--- config.mk ---
export PLATFORM = sky130hd
export DESIGN_NAME = ser_chan_top
export DESIGN_NICKNAME = d
export VERILOG_FILES = /design/src/rtl/ser_chan_pkg.sv /design/src/rtl/ser_chan_sync.sv /design/src/rtl/ser_chan_rx.sv /design/src/rtl/ser_chan_tx.sv /design/src/rtl/ser_chan_top.sv
export SDC_FILE = /design/constraint.sdc
export NUM_CORES = 1
export LEC_CHECK = 0
export CORE_MARGIN = 2
export CORE_UTILIZATION = 30
export DETAILED_ROUTE_END_ITERATION = 10
export GPL_ROUTABILITY_DRIVEN = 0
export PLACE_DENSITY = 0.58
export SETUP_SLACK_MARGIN = 0.1
export SYNTH_ARGS = -nofsm -noshare
export SYNTH_HDL_FRONTEND = slang
export SYNTH_SLANG_ARGS = --single-unit
--- constraint.sdc ---
create_clock -name clk -period 3 [get_ports clk]
set_input_delay 0.3 -clock clk [delete_from_list [all_inputs] [get_ports clk]]
set_output_delay 0.3 -clock clk [all_outputs]
set_load 0.02 [all_outputs]
--- src/rtl/ser_chan_pkg.sv ---
package ser_chan_pkg;
  localparam int DATA_W = 16;
  localparam int HALF_W = DATA_W / 2;

  localparam logic [1:0] A_DATA   = 2'd0;
  localparam logic [1:0] A_CTRL   = 2'd1;
  localparam logic [1:0] A_STATUS = 2'd2;

  typedef struct packed {
    logic wait_en;   // bit 6
    logic rx_ie;     // bit 5
    logic rx_lsb;    // bit 4
    logic rx_long;   // bit 3
    logic tx_ie;     // bit 2
    logic tx_lsb;    // bit 1
    logic tx_long;   // bit 0
  } ctrl_t;
endpackage

--- src/rtl/ser_chan_sync.sv ---
module ser_chan_sync #(
  parameter int W      = 4,
  parameter int STAGES = 2
) (
  input  logic         clk,
  input  logic         rst_n,
  input  logic [W-1:0] d_i,
  output logic [W-1:0] q_o
);
  logic [W-1:0] stage [STAGES];

  genvar s;
  generate
    for (s = 0; s < STAGES; s++) begin : g_stage
      always_ff @(posedge clk or negedge rst_n) begin
        if (!rst_n)      stage[s] <= '0;
        else if (s == 0) stage[s] <= d_i;
        else             stage[s] <= stage[s-1];
      end
    end
  endgenerate

  assign q_o = stage[STAGES-1];
endmodule

--- src/rtl/ser_chan_rx.sv ---
module ser_chan_rx #(
  parameter int DW = 16
) (
  input  logic          clk,
  input  logic          rst_n,
  input  logic          rise_i,
  input  logic          sdi_i,
  input  logic          fs_i,
  input  logic          long_i,
  input  logic          lsb_i,
  output logic          done_o,
  output logic [DW-1:0] word_o
);
  localparam int SW = DW / 2;
  localparam int CW = $clog2(DW + 1);

  logic [DW-1:0] shreg, shnext, shfirst, assembled;
  logic [CW-1:0] cnt, flen;
  logic          active;

  always_comb begin
    flen      = long_i ? CW'(DW) : CW'(SW);
    shnext    = lsb_i ? {sdi_i, shreg[DW-1:1]} : {shreg[DW-2:0], sdi_i};
    shfirst   = lsb_i ? {sdi_i, {(DW-1){1'b0}}} : {{(DW-1){1'b0}}, sdi_i};
    if (long_i)     assembled = shnext;
    else if (lsb_i) assembled = {{SW{1'b0}}, shnext[DW-1:SW]};
    else            assembled = {{SW{1'b0}}, shnext[SW-1:0]};
  end

  always_ff @(posedge clk or negedge rst_n) begin
    if (!rst_n) begin
      shreg  <= '0;
      cnt    <= '0;
      active <= 1'b0;
      done_o <= 1'b0;
      word_o <= '0;
    end else begin
      done_o <= 1'b0;
      if (rise_i) begin
        if (fs_i) begin
          shreg  <= shfirst;
          cnt    <= CW'(1);
          active <= 1'b1;
        end else if (active) begin
          shreg <= shnext;
          cnt   <= cnt + CW'(1);
          if (cnt + CW'(1) == flen) begin
            active <= 1'b0;
            done_o <= 1'b1;
            word_o <= assembled;
          end
        end
      end
    end
  end

  AST_RX_SHORT_HIGH_ZERO: assert property (@(posedge clk) disable iff (!rst_n)
    (done_o && !long_i) |-> (word_o[DW-1:SW] == '0));
  AST_RX_CNT_RANGE: assert property (@(posedge clk) disable iff (!rst_n)
    active |-> (cnt < flen));
endmodule

--- src/rtl/ser_chan_tx.sv ---
module ser_chan_tx #(
  parameter int DW = 16
) (
  input  logic          clk,
  input  logic          rst_n,
  input  logic          fall_i,
  input  logic          fs_i,
  input  logic          pend_i,
  input  logic [DW-1:0] pend_word_i,
  input  logic          long_i,
  input  logic          lsb_i,
  output logic          take_o,
  output logic          sdo_o
);
  localparam int SW = DW / 2;
  localparam int CW = $clog2(DW + 1);
  localparam int IW = $clog2(DW);

  logic [DW-1:0] word;
  logic [CW-1:0] cnt, flen;
  logic [IW-1:0] first_idx, next_idx;
  logic          active;

  always_comb begin
    flen      = long_i ? CW'(DW) : CW'(SW);
    first_idx = lsb_i ? '0 : IW'(flen - CW'(1));
    next_idx  = lsb_i ? IW'(cnt) : IW'(flen - CW'(1) - cnt);
  end

  always_ff @(posedge clk or negedge rst_n) begin
    if (!rst_n) begin
      word   <= '0;
      cnt    <= '0;
      active <= 1'b0;
      take_o <= 1'b0;
      sdo_o  <= 1'b0;
    end else begin
      take_o <= 1'b0;
      if (fall_i) begin
        if (fs_i && pend_i) begin
          word   <= pend_word_i;
          cnt    <= CW'(1);
          active <= 1'b1;
          take_o <= 1'b1;
          sdo_o  <= pend_word_i[first_idx];
        end else if (fs_i) begin
          active <= 1'b0;
          sdo_o  <= 1'b0;
        end else if (active) begin
          if (cnt == flen) begin
            active <= 1'b0;
            sdo_o  <= 1'b0;
          end else begin
            sdo_o <= word[next_idx];
            cnt   <= cnt + CW'(1);
          end
        end
      end
    end
  end

  AST_TX_TAKE_NEEDS_WORD: assert property (@(posedge clk) disable iff (!rst_n)
    take_o |-> $past(pend_i));
  AST_TX_IDLE_LINE_LOW: assert property (@(posedge clk) disable iff (!rst_n)
    (!active && !take_o) |-> !sdo_o);
endmodule

--- src/rtl/ser_chan_top.sv ---
module ser_chan_top
  import ser_chan_pkg::*;
#(
  parameter int SYNC_STAGES = 2
) (
  input  logic              clk,
  input  logic              rst_n,
  input  logic              bus_req,
  input  logic              bus_we,
  input  logic [1:0]        bus_addr,
  input  logic [DATA_W-1:0] bus_wdata,
  output logic [DATA_W-1:0] bus_rdata,
  output logic              bus_busy,
  output logic              irq,
  input  logic              ser_clk,
  input  logic              rx_sdi,
  input  logic              rx_fs,
  output logic              tx_sdo,
  input  logic              tx_fs,
  output logic              tx_ready
);
  localparam int CTRL_W = $bits(ctrl_t);

  ctrl_t             ctrl;
  logic [DATA_W-1:0] rx_buf, tx_buf, rx_word;
  logic              rx_full, tx_pend, rx_done, tx_take;
  logic [3:0]        ser_s;
  logic              sclk_prev, sclk_rise, sclk_fall;
  logic              data_sel, rd_acc, wr_acc;
  logic              unused_wdata_hi;

  ser_chan_sync #(.W(4), .STAGES(SYNC_STAGES)) u_sync (
    .clk   (clk),
    .rst_n (rst_n),
    .d_i   ({tx_fs, rx_fs, rx_sdi, ser_clk}),
    .q_o   (ser_s)
  );

  always_ff @(posedge clk or negedge rst_n) begin
    if (!rst_n) sclk_prev <= 1'b0;
    else        sclk_prev <= ser_s[0];
  end
  assign sclk_rise = ser_s[0] & ~sclk_prev;
  assign sclk_fall = ~ser_s[0] & sclk_prev;

  ser_chan_rx #(.DW(DATA_W)) u_rx (
    .clk    (clk),
    .rst_n  (rst_n),
    .rise_i (sclk_rise),
    .sdi_i  (ser_s[1]),
    .fs_i   (ser_s[2]),
    .long_i (ctrl.rx_long),
    .lsb_i  (ctrl.rx_lsb),
    .done_o (rx_done),
    .word_o (rx_word)
  );

  ser_chan_tx #(.DW(DATA_W)) u_tx (
    .clk         (clk),
    .rst_n       (rst_n),
    .fall_i      (sclk_fall),
    .fs_i        (ser_s[3]),
    .pend_i      (tx_pend),
    .pend_word_i (tx_buf),
    .long_i      (ctrl.tx_long),
    .lsb_i       (ctrl.tx_lsb),
    .take_o      (tx_take),
    .sdo_o       (tx_sdo)
  );

  assign data_sel = bus_req && (bus_addr == A_DATA);
  assign bus_busy = ctrl.wait_en && data_sel &&
                    ((!bus_we && !rx_full) || (bus_we && tx_pend));
  assign rd_acc   = data_sel && !bus_we && !bus_busy;
  assign wr_acc   = data_sel &&  bus_we && !bus_busy;

  always_ff @(posedge clk or negedge rst_n) begin
    if (!rst_n) begin
      ctrl    <= '0;
      rx_buf  <= '0;
      tx_buf  <= '0;
      rx_full <= 1'b0;
      tx_pend <= 1'b0;
    end else begin
      if (bus_req && bus_we && bus_addr == A_CTRL)
        ctrl <= ctrl_t'(bus_wdata[CTRL_W-1:0]);
      if (rx_done) begin
        rx_buf  <= rx_word;
        rx_full <= 1'b1;
      end else if (rd_acc) begin
        rx_full <= 1'b0;
      end
      if (wr_acc) begin
        tx_buf  <= bus_wdata;
        tx_pend <= 1'b1;
      end else if (tx_take) begin
        tx_pend <= 1'b0;
      end
    end
  end

  assign unused_wdata_hi = ^bus_wdata[DATA_W-1:CTRL_W];

  always_comb begin
    case (bus_addr)
      A_DATA:   bus_rdata = rx_buf;
      A_CTRL:   bus_rdata = {{(DATA_W-CTRL_W){1'b0}}, ctrl};
      A_STATUS: bus_rdata = {{(DATA_W-2){1'b0}}, ~tx_pend, rx_full};
      default:  bus_rdata = '0;
    endcase
  end

  assign irq      = (ctrl.rx_ie && rx_full) || (ctrl.tx_ie && !tx_pend);
  assign tx_ready = tx_pend;

  AST_RX_DONE_SETS_FULL: assert property (@(posedge clk) disable iff (!rst_n)
    rx_done |=> rx_full);
  AST_READ_CLEARS_FULL: assert property (@(posedge clk) disable iff (!rst_n)
    (rd_acc && !rx_done) |=> !rx_full);
  AST_WRITE_RAISES_READY: assert property (@(posedge clk) disable iff (!rst_n)
    wr_acc |=> tx_ready);
  AST_NO_STALL_WITHOUT_WAIT: assert property (@(posedge clk) disable iff (!rst_n)
    !ctrl.wait_en |-> !bus_busy);
  AST_STALL_HOLDS_STATE: assert property (@(posedge clk) disable iff (!rst_n)
    (bus_busy && !bus_we && !rx_done) |=> !rx_full);
endmodule

==> results of run 1 <==
## synth_stat cells (2+ instances only)
cell type / count
nand4_1: 3
a22o_1: 5
clkbuf_1: 13
nand3_1: 4
a21oi_1: 13
dfrtp_1: 113
mux2_2: 49
or3_1: 3
o21ai_0: 27
buf_2: 8
o31ai_1: 2
ha_1: 4
xnor2_1: 3
o2111a_1: 2
inv_1: 7
nor2b_1: 15
mux2_4: 10
and2_1: 9
nor2_1: 20
o22ai_1: 2
nand2_1: 75
a22oi_1: 2
nor3b_1: 3
mux2i_1: 36
mux4_2: 6
nand2b_1: 3
## stage by stage
step | util | setup WS, ns | hold slack [ns] | std cells
2_1_floorplan | - | 0.9737 | 0.004409 | 456
3_3_place_gp | 0.3471 | 0.4744 | 0.3322 | 712
3_5_place_dp | 0.3471 | 0.4680 | 0.3364 | 712
4_1_cts | 0.3841 | 0.4693 | 0.007480 | 744
5_1_grt | 0.3841 | 0.3045 | 0.01888 | 744
6_report | 0.3841 | 0.5191 | -0.05013 | 744
## worst paths after layout
kind                                          endpoint  cells past startpoint                 startpoint
max in group asynchronous          ctrl[3]$_DFFE_PN0P_                      2                      rst_n
hold / removal                 u_tx.cnt[2]$_DFFE_PN0P_                      2                      rst_n
setup / recovery           u_rx.word_o[15]$_DFFE_PN0P_                      7    u_rx.cnt[0]$_DFFE_PN0P_
min in group clk             u_sync.stage[7]$_DFF_PN0_                      1                      tx_fs
setup reg to reg           u_rx.word_o[15]$_DFFE_PN0P_                      7    u_rx.cnt[0]$_DFFE_PN0P_
hold reg to reg                u_sync.q_o[0]$_DFF_PN0_                      0  u_sync.stage[4]$_DFF_PN0_
## power by group
part | switching (mW) | internal [mW] | leakage, nW | total [mW]
combinational | 0.424 | 0.518 | 1.22 | 0.942
clock | 0.694 | 1.47 | 0.318 | 2.16
sequential | 0.275 | 1.79 | 1.47 | 2.07
total | 1.39 | 3.78 | 3.00 | 5.17
## layout by cell type (no fill, tap or decap), types with 10 or more instances in the layout
master	netlist	layout
nand2_1	75	75
clkbuf_16	0	17
a21oi_1	13	13
mux2_2	49	49
mux2_4	10	10
dfrtp_1	113	113
mux2i_1	36	36
nor2_1	20	20
clkdlybuf4s50_1	0	44
buf_4	0	10
o21ai_0	27	26
nor2b_1	15	15
## registers in the layout (all words and copies together), names as in the netlist
| name | flops |
|---|---|
| u_sync.stage | 4 |
| sclk_prev | 1 |
| u_tx.word | 16 |
| u_sync.q_o | 4 |
| tx_buf | 16 |
| u_rx.word_o | 16 |
| u_tx.cnt | 5 |
| ctrl | 7 |
| u_rx.done_o | 1 |
| tx_ready | 1 |
| u_tx.take_o | 1 |
| u_tx.active | 1 |
| rx_full | 1 |
| u_rx.cnt | 5 |
| u_rx.active | 1 |
| u_tx.sdo_o | 1 |
| u_rx.shreg | 16 |
| rx_buf | 16 |
## per-layer routing
layer  part of all wire  wire [um]  track usage  vias up
met5                  0          0            0        -
met4             0.0093        103      0.03666        0
met3              0.034        372      0.03370       10
met2               0.51       5598       0.2158       52
met1               0.45       5011       0.1586     1802
li1                   -          -            -     1693
## logic make-up after synthesis
group / after synthesis
buffers and inverters: 31
muxes: 101
DFF: 113
adders and majority gates: 4
and+or+nand+nor: 142
AOI/OAI and AO/OA: 61
xor gates and xnor gates: 4
## final cells by class
class / count / area [um^2]
clock buffer: 21 / 480.5
clock inverter: 11 / 157.7
fill: 1625 / 10620
inverter: 7 / 26.28
multi-input combinational: 312 / 2311
sequential: 113 / 2828
tap: 225 / 281.5
timing repair buffer: 55 / 535.5
==> flow_summary_export.csv, run 1 <==
group,metric,value,unit
floorplan,floorplan.die.height,136.8,um
setup_path,crit_fanout,9,
global_route,grt_pass1_wl,18300,um
sta,hold_viol_final,37,
floorplan,io_pins,46,
global_route,grtUsageTotal,0.1269,
pwr,power,5.173,mW
yosys,yosysUniqueCellTypes,45,
global_route,grt_max_degree,114,
yosys,synth-adder-area-share,0.009463,
setup_path,crit_required,3.29,ns
cts,cts.clk_slew.worst_paths,0.05,ns
cts,cts_tree,"yes",
yosys,yosysWarningCount,0,
floorplan,die_w,136.8,um
sta,rsz0062_at_grt,"no",
setup_path,max_stage_delay,0.48,ns
drt,vias_per_cell,4.781,
yosys,yosys-mux-area-fraction,0.2264,
yosys,synthCells,456,
cts,clockBufferDepth,2,
cts,holdBufCountCts,0,
placement,place_hpwl,7558,um
yosys,synthesis.area,5289,um^2
drt,drt_wl_total,11090,um
floorplan,fp.coreArea,17240,um^2
sta,final.setup.tns,0,ns
sta,finalClockSkew,0.006944,ns
final_layout,antenna_cells,0,
cts,clockRootBuffer,"clkbuf_16",
yosys,synth_top_area_cell,"dfrtp_1",
cts,cts_resized,0,
yosys,synthArstFlopShare,1.000,
final_layout,layout-drive-gt1-share,0.2119,
yosys,yosysTopAreaCellShare,0.5347,
yosys,synth_flop_cell,"dfrtp_1",
sta,timing.final.crit_share,0.8270,
cts,cts_sinks,113,
yosys,synth_top_family_by_area,"multiplexers",
cts,cts_setup_buffers,0,
yosys,synth_seq_cells,113,
drt,drtIter0Drc,212,
final_layout,layout.nets,536,
global_route,grt_pass1_vias,3577,
setup_path,arrival,2.77,ns
yosys,seq_area_frac_synth,0.5347,
placement,io_buffers,45,
setup_path,cp-end-kind,"flop",
drt,route.detailed.drc,0,
yosys,synth_xor_area_frac,0.006624,
sta,slew_viol_final,0,
drt,drt_first_pass_iters,4,
sta,setup_viol,0,
pwr,power_density,781.3,nW/um^2
global_route,overflow,0,
placement,placed_cell_area,5982,um^2
sta,worst_slew_pin_slew,0.8436,ns
setup_path,path_cells,"ha_1 -> nand3_1 -> xnor2_1 -> nor3_1 -> o2111a_1 -> buf_4 -> mux2_4",
floorplan,start_util,0.3068,
sta,hold_slack,-0.05013,ns
floorplan,die_area,18710,um^2
sta,slew_headroom,0.4338,
final_layout,final_cell_area,6620,um^2
cts,htree_levels,4,
hold_path,hold_class,"in -> async",
cts,clock_latency,0.41,ns
setup_path,cp_top_family,"compound AO/OA/AOI/OAI gates",
sta,min_period,2.481,ns
yosys,synth_area_per_cell,11.60,um^2
sta,fmax,403.1,MHz
cts,cts_made_buffers,17,
drt,vias,3557,
yosys,synthesis.nets,486,
outcome,violations,"negative hold slack",
global_route,antenna_found_initial,0,
yosys,synth_edf_count,0,
setup_path,crit_type,"reg -> reg",
setup_path,crit_slowest_cell,"o2111a_1",
drt,routedWlPerCell,14.90,um
pwr,peakVddDrop,0.3949,mV
setup_path,crit_path_start_kind,"flop",
drt,final_antenna_net_count,0,
setup_path,reg2reg_slack,0.52,ns
floorplan,rows,48,
final_layout,area_growth,25.17,%
pwr,leakagePower,3.003,nW
yosys,synth.area.top_cells,"dfrtp_1 (53%), mux2_2 (10%), mux2i_1 (6.8%)",
outcome,status,"complete, but fails checks",
yosys,synth_compound_area_frac,0.07003,
setup_path,crit_buf_inv,1,
flow_run,cap_violations,0,
yosys,synthSimpleGateAreaFrac,0.1244,
Note: power is estimated with default switching activity, not from simulation.
==> run 2: changes to the inputs <==
==> constraint.sdc (replaced) <==
create_clock -name clk -period 2.6 [get_ports clk]
set_input_delay 0.26 -clock clk [delete_from_list [all_inputs] [get_ports clk]]
set_output_delay 0.26 -clock clk [all_outputs]
set_load 0.02 [all_outputs]
==> run 2 against run 1 <==
The run now ends clean. Count of clock-buffer cells in the layout up 2. Largest power group unchanged. Cell count increased by 0.94%. Critical path type is now reg -> out. Register-to-register slack worse by 0.22 ns. Setup slack got worse by 0.24 ns. Die area unchanged. Cell area grew 1.2%. Sequential cell count did not move. Combinational power is 16% higher.
==> flow_summary_export.csv, run 2 (same netlist as run 1, synthesis figures left out) <==
group,metric,value,unit
outcome,status,"complete, no violations",
sta,hold_slack,0.2841,ns
floorplan,start_util,0.3068,
drt,drtIter0Drc,209,
setup_path,cp-end-kind,"primary output",
drt,vias,3582,
setup_path,crit_type,"reg -> out",
placement,place.detailed.instances,718,
floorplan,fp.coreArea,17240,um^2
global_route,grt_pass1_vias,3706,
placement,place_worst_setup_slack,0.2315,ns
flow_run,cap_violations,0,
drt,final_antenna_net_count,0,
cts,cts_made_buffers,17,
floorplan,rows,48,
drt,routedWlPerCell,15.24,um
sta,slew_headroom,0.4981,
drt,drt_wl_total,11440,um
floorplan,io_pins,46,
pwr,peakVddDrop,0.4860,mV
placement,io_buffers,45,
sta,final.setup.tns,0,ns
floorplan,die_w,136.8,um
cts,cts.clk_slew.worst_paths,0.05,ns
final_layout,layout_commonest_cell,"dfrtp_1",
final_layout,layout-drive-gt1-share,0.2167,
placement,place_hpwl,7858,um
drt,route.detailed.drc,0,
cts,clockBufferDepth,2,
cts,cts_sinks,113,
floorplan,floorplan.die.height,136.8,um
cts,cts_resized,0,
sta,fmax,430.0,MHz
final_layout,antenna_cells,0,
sta,rsz0062_at_grt,"no",
sta,worst_slew_pin_slew,0.7529,ns
global_route,grt_pass1_wl,19060,um
sta,setup_viol,0,
setup_path,crit_path_start_kind,"flop",
setup_path,crit_fanout,15,
sta,hold_viol_final,0,
pwr,leakagePower,3.043,nW
final_layout,final_cells,751,
sta,min_period,2.326,ns
final_layout,layout.nets,543,
setup_path,crit_required,2.34,ns
final_layout,mostFrequentLayoutCells,"dfrtp_1 (113), nand2_1 (75), mux2_2 (49)",
setup_path,arrival,2.07,ns
sta,finalWorstSetupSlack,0.2744,ns
setup_path,reg2reg_slack,0.30,ns
cts,htree_levels,4,
sta,finalClockSkew,0.007813,ns
global_route,overflow,0,
drt,drt_first_pass_iters,4,
cts,clockRootBuffer,"clkbuf_16",
floorplan,die_area,18710,um^2
cts,cts_setup_buffers,0,
cts,clock_latency,0.41,ns
pwr,power_density,907.6,nW/um^2
global_route,antenna_found_initial,0,
sta,timing.final.crit_share,0.8945,
drt,vias_per_cell,4.770,
global_route,grtUsageTotal,0.1325,
cts,cts_tree,"yes",
global_route,grt_max_degree,56,
sta,slew_viol_final,0,
hold_path,hold_class,"in -> reg",
final_layout,area_growth,26.71,%
## run 2: cell types whose count changed in the layout (fill, tap and decap cells not counted)
cell and change:
clkbuf_1 +2, clkinv_4 +1, dlygate4sd3_1 +1, bufinv_16 +1, clkinv_2 -4, buf_4 +6
## run 2: power breakdown
group / switching, mW / leakage (nW) / internal (mW)
sequential: 0.326 / 1.47 / 2.07
clock: 0.800 / 0.323 / 1.80
combinational: 0.484 / 1.25 / 0.604
total: 1.61 / 3.04 / 4.47
## run 2: cell type report
type | instances | area [um^2]
fillers | 1664 | 10540
flip-flops and latches | 113 | 2828
multi-input cells | 312 | 2311
repair buffers | 62 | 590.6
clock buffers | 23 | 488.0
well taps | 225 | 281.5
clock inverters | 9 | 176.4
inverters | 7 | 26.28
## run 2: worst paths after layout
path | startpoint | end | depth (start not counted)
setup / recovery | ctrl[1]$_DFFE_PN0P_ | bus_rdata[1] | 3
hold / removal | ser_clk | u_sync.stage[4]$_DFF_PN0_ | 1
setup reg to reg | u_rx.cnt[0]$_DFFE_PN0P_ | u_rx.word_o[9]$_DFFE_PN0P_ | 7
hold reg to reg | u_sync.stage[4]$_DFF_PN0_ | u_sync.q_o[0]$_DFF_PN0_ | 0
max in group asynchronous | rst_n | u_sync.stage[5]$_DFF_PN0_ | 3
min in group asynchronous | rst_n | u_sync.q_o[0]$_DFF_PN0_ | 2
## run 2: worst max-delay path, cell delays in order, from the launching register on
cell and delay [ns]:
dfrtp_1 0.73, nand2_1 0.16, o21ai_0 0.12, clkdlybuf4s50_1 0.64
## run 2: through the flow
stage / utilization / area (um^2) / total power, mW
4_1_cts: 0.3888 / 6701 / 6.146
6_report: 0.3888 / 6701 / 6.082
2_1_floorplan: - / 5289 / 3.140
5_1_grt: 0.3888 / 6701 / 6.404
3_5_place_dp: 0.3497 / 6027 / 3.520
3_3_place_gp: 0.3497 / 6027 / 3.481
## run 2: what timing repair did
action	CTS	global route
hold buffers	1	0
setup endpoints to repair	0	0
hold endpoints to repair	52	0
## run 2: per-layer routing
metal,track usage,share of wire,up-vias
met5,0,0,-
met4,0.02692,0.0076,0
met3,0.04778,0.042,11
met2,0.2283,0.51,65
met1,0.1596,0.44,1800
li1,-,-,1706
==> run 3: changes to the inputs <==
--- a/config.mk
+++ b/config.mk
@@ -9,7 +9,6 @@
 export CORE_UTILIZATION = 30
 export DETAILED_ROUTE_END_ITERATION = 10
 export GPL_ROUTABILITY_DRIVEN = 0
-export PLACE_DENSITY = 0.58
 export SETUP_SLACK_MARGIN = 0.1
 export SYNTH_ARGS = -nofsm -noshare
 export SYNTH_HDL_FRONTEND = slang
==> run 3 against run 2 <==
Cell count fell by 0.40%. Power down 6.4%. Wire length shrank 0.57%. Count of clock-buffer cells in the layout rose by 5. Worst hold slack improved by 0.0024 ns. Die area unchanged. Sequential share of layout area up 0.64 points. Maximum frequency rose by 1.5%. Critical path type unchanged. Combinational power up 4%. Clock power shrank 16%.
==> flow_summary_export.csv, run 3 (same netlist as run 1, synthesis figures left out) <==
group,metric,value,unit
pwr,p_clk_frac,0.384,
global_route,grtUsageTotal,0.1347,
final_layout,layout_commonest_cell,"dfrtp_1",
sta,fmax,436.6,MHz
pwr,leakagePower,2.994,nW
setup_path,crit_path_start_kind,"flop",
pwr,peakVddDrop,0.5771,mV
cts,clockBufferDepth,2,
drt,drt_wl_total,11380,um
sta,finalClockSkew,0.008660,ns
sta,setup_viol,0,
final_layout,layout.nets,541,
final_layout,area_growth,24.82,%
global_route,grt_pass1_vias,3718,
sta,final.setup.tns,0,ns
hold_path,min_path_cells,1,
floorplan,fp.coreArea,17240,um^2
pwr,power_density,862.7,nW/um^2
global_route,grt_pass1_wl,19100,um
drt,final_antenna_net_count,0,
hold_path,hold_class,"in -> reg",
outcome,status,"complete, no violations",
setup_path,cp-end-kind,"primary output",
setup_path,crit_fanout,4,
setup_path,crit_required,2.34,ns
sta,slew_headroom,0.4776,
final_layout,layout-drive-gt1-share,0.2141,
cts,cts_made_buffers,17,
pwr,p_seq_frac,0.417,
cts,htree_levels,4,
setup_path,crit_type,"reg -> out",
placement,place_hpwl,7779,um
cts,clockRootBuffer,"clkbuf_16",
final_layout,utilization,0.3830,
final_layout,antenna_cells,0,
global_route,antenna_found_initial,0,
final_layout,mostFrequentLayoutCells,"dfrtp_1 (113), nand2_1 (75), mux2_2 (49)",
drt,route.detailed.drc,0,
setup_path,arrival,2.03,ns
floorplan,die_w,136.8,um
global_route,overflow,0,
pwr,p_sw_frac,0.2768,
sta,timing.final.crit_share,0.8808,
final_layout,final_cells,748,
cts,cts.clk_slew.worst_paths,0.05,ns
cts,cts_tree,"yes",
sta,hold_viol_final,0,
placement,io_buffers,45,
sta,slew_viol_final,0,
floorplan,io_pins,46,
setup_path,reg2reg_depth,7,
drt,routedWlPerCell,15.21,um
pwr,p_int,4.119,mW
floorplan,start_util,0.3068,
global_route,grt_max_degree,48,
cts,clock_latency,0.41,ns
cts,cts_setup_buffers,0,
sta,min_period,2.290,ns
drt,drtIter0Drc,163,
floorplan,floorplan.die.height,136.8,um
drt,drt_first_pass_iters,4,
floorplan,die_area,18710,um^2
floorplan,rows,48,
pwr,switchingPower,1.576,mW
sta,worst_slew_pin_slew,0.7784,ns
cts,cts_sinks,113,
flow_run,cap_violations,0,
placement,place.detailed.instances,716,
sta,rsz0062_at_grt,"no",
drt,vias,3571,
pwr,comb_power_share,0.199,
drt,vias_per_cell,4.774,
[run 3: changes by cell type in the layout (fill, tap and decap cells not counted), sizes merged]
cell / delta
buf: -2
clkbuf: +5
clkinv: -1
bufinv: -5
[run 3: stage by stage]
stage	setup slack [ns]	hold slack (ns)	cell area [um^2]	total power, mW
5_1_grt	0.1503	0.2767	6601	6.038
2_1_floorplan	0.5737	-0.03559	5289	3.140
3_5_place_dp	0.2276	0.3077	6012	3.539
6_report	0.3098	0.2864	6601	5.695
4_1_cts	0.2594	0.2677	6601	5.766
3_3_place_gp	0.1923	0.2999	6012	3.497
[run 3: final timing paths]
kind	start	end	slack [ns]
max	rx_full$_DFFE_PN0P_	bus_busy	0.31
min	rx_sdi	u_sync.stage[5]$_DFF_PN0_	0.29
max reg2reg	u_rx.cnt[0]$_DFFE_PN0P_	u_rx.word_o[5]$_DFFE_PN0P_	0.36
min reg2reg	u_sync.stage[4]$_DFF_PN0_	u_sync.q_o[0]$_DFF_PN0_	0.35
max in group asynchronous	rst_n	u_sync.q_o[2]$_DFF_PN0_	1.45
min in group asynchronous	rst_n	u_tx.cnt[4]$_DFFE_PN0P_	0.40
[run 3: cell type report]
| type | instances | area, um^2 |
|---|---|---|
| sequential | 113 | 2828 |
| tap | 225 | 281.5 |
| fill | 1646 | 10640 |
| clock inverter | 3 | 17.52 |
| inverter | 7 | 26.28 |
| clock buffer | 28 | 556.8 |
| multi-input combinational | 312 | 2316 |
| timing repair buffer | 60 | 575.6 |
[run 3: timing repair]
action,CTS,global route
resized for setup,1,0
endpoints found under the hold margin,44,0
hold buffers,1,0
setup endpoints to repair,1,0
[run 3: power by group through the flow]
stage / registers, mW / clock network, mW / logic (mW)
2_1_floorplan: 2.28 / 0 / 0.856
3_3_place_gp: 2.38 / 0 / 1.11
3_5_place_dp: 2.40 / 0 / 1.14
4_1_cts: 2.38 / 2.24 / 1.15
5_1_grt: 2.43 / 2.33 / 1.27
6_report: 2.38 / 2.19 / 1.13
[run 3: per-layer routing]
layer / share of wire / wire length [um] / track usage / vias up
li1: - / - / - / 1701
met1: 0.46 / 5251 / 0.1723 / 1797
met2: 0.48 / 5419 / 0.2097 / 57
met3: 0.044 / 503 / 0.04333 / 16
met4: 0.018 / 202 / 0.05727 / 0
met5: 0 / 0 / 0 / -
[run 3: critical path, cell delays in order, from the launching register on]
cell	delay [ns]
dfrtp_1	0.45
nor2_1	0.13
a21oi_1	0.06
nor3b_2	0.32
clkdlybuf4s50_1	0.67
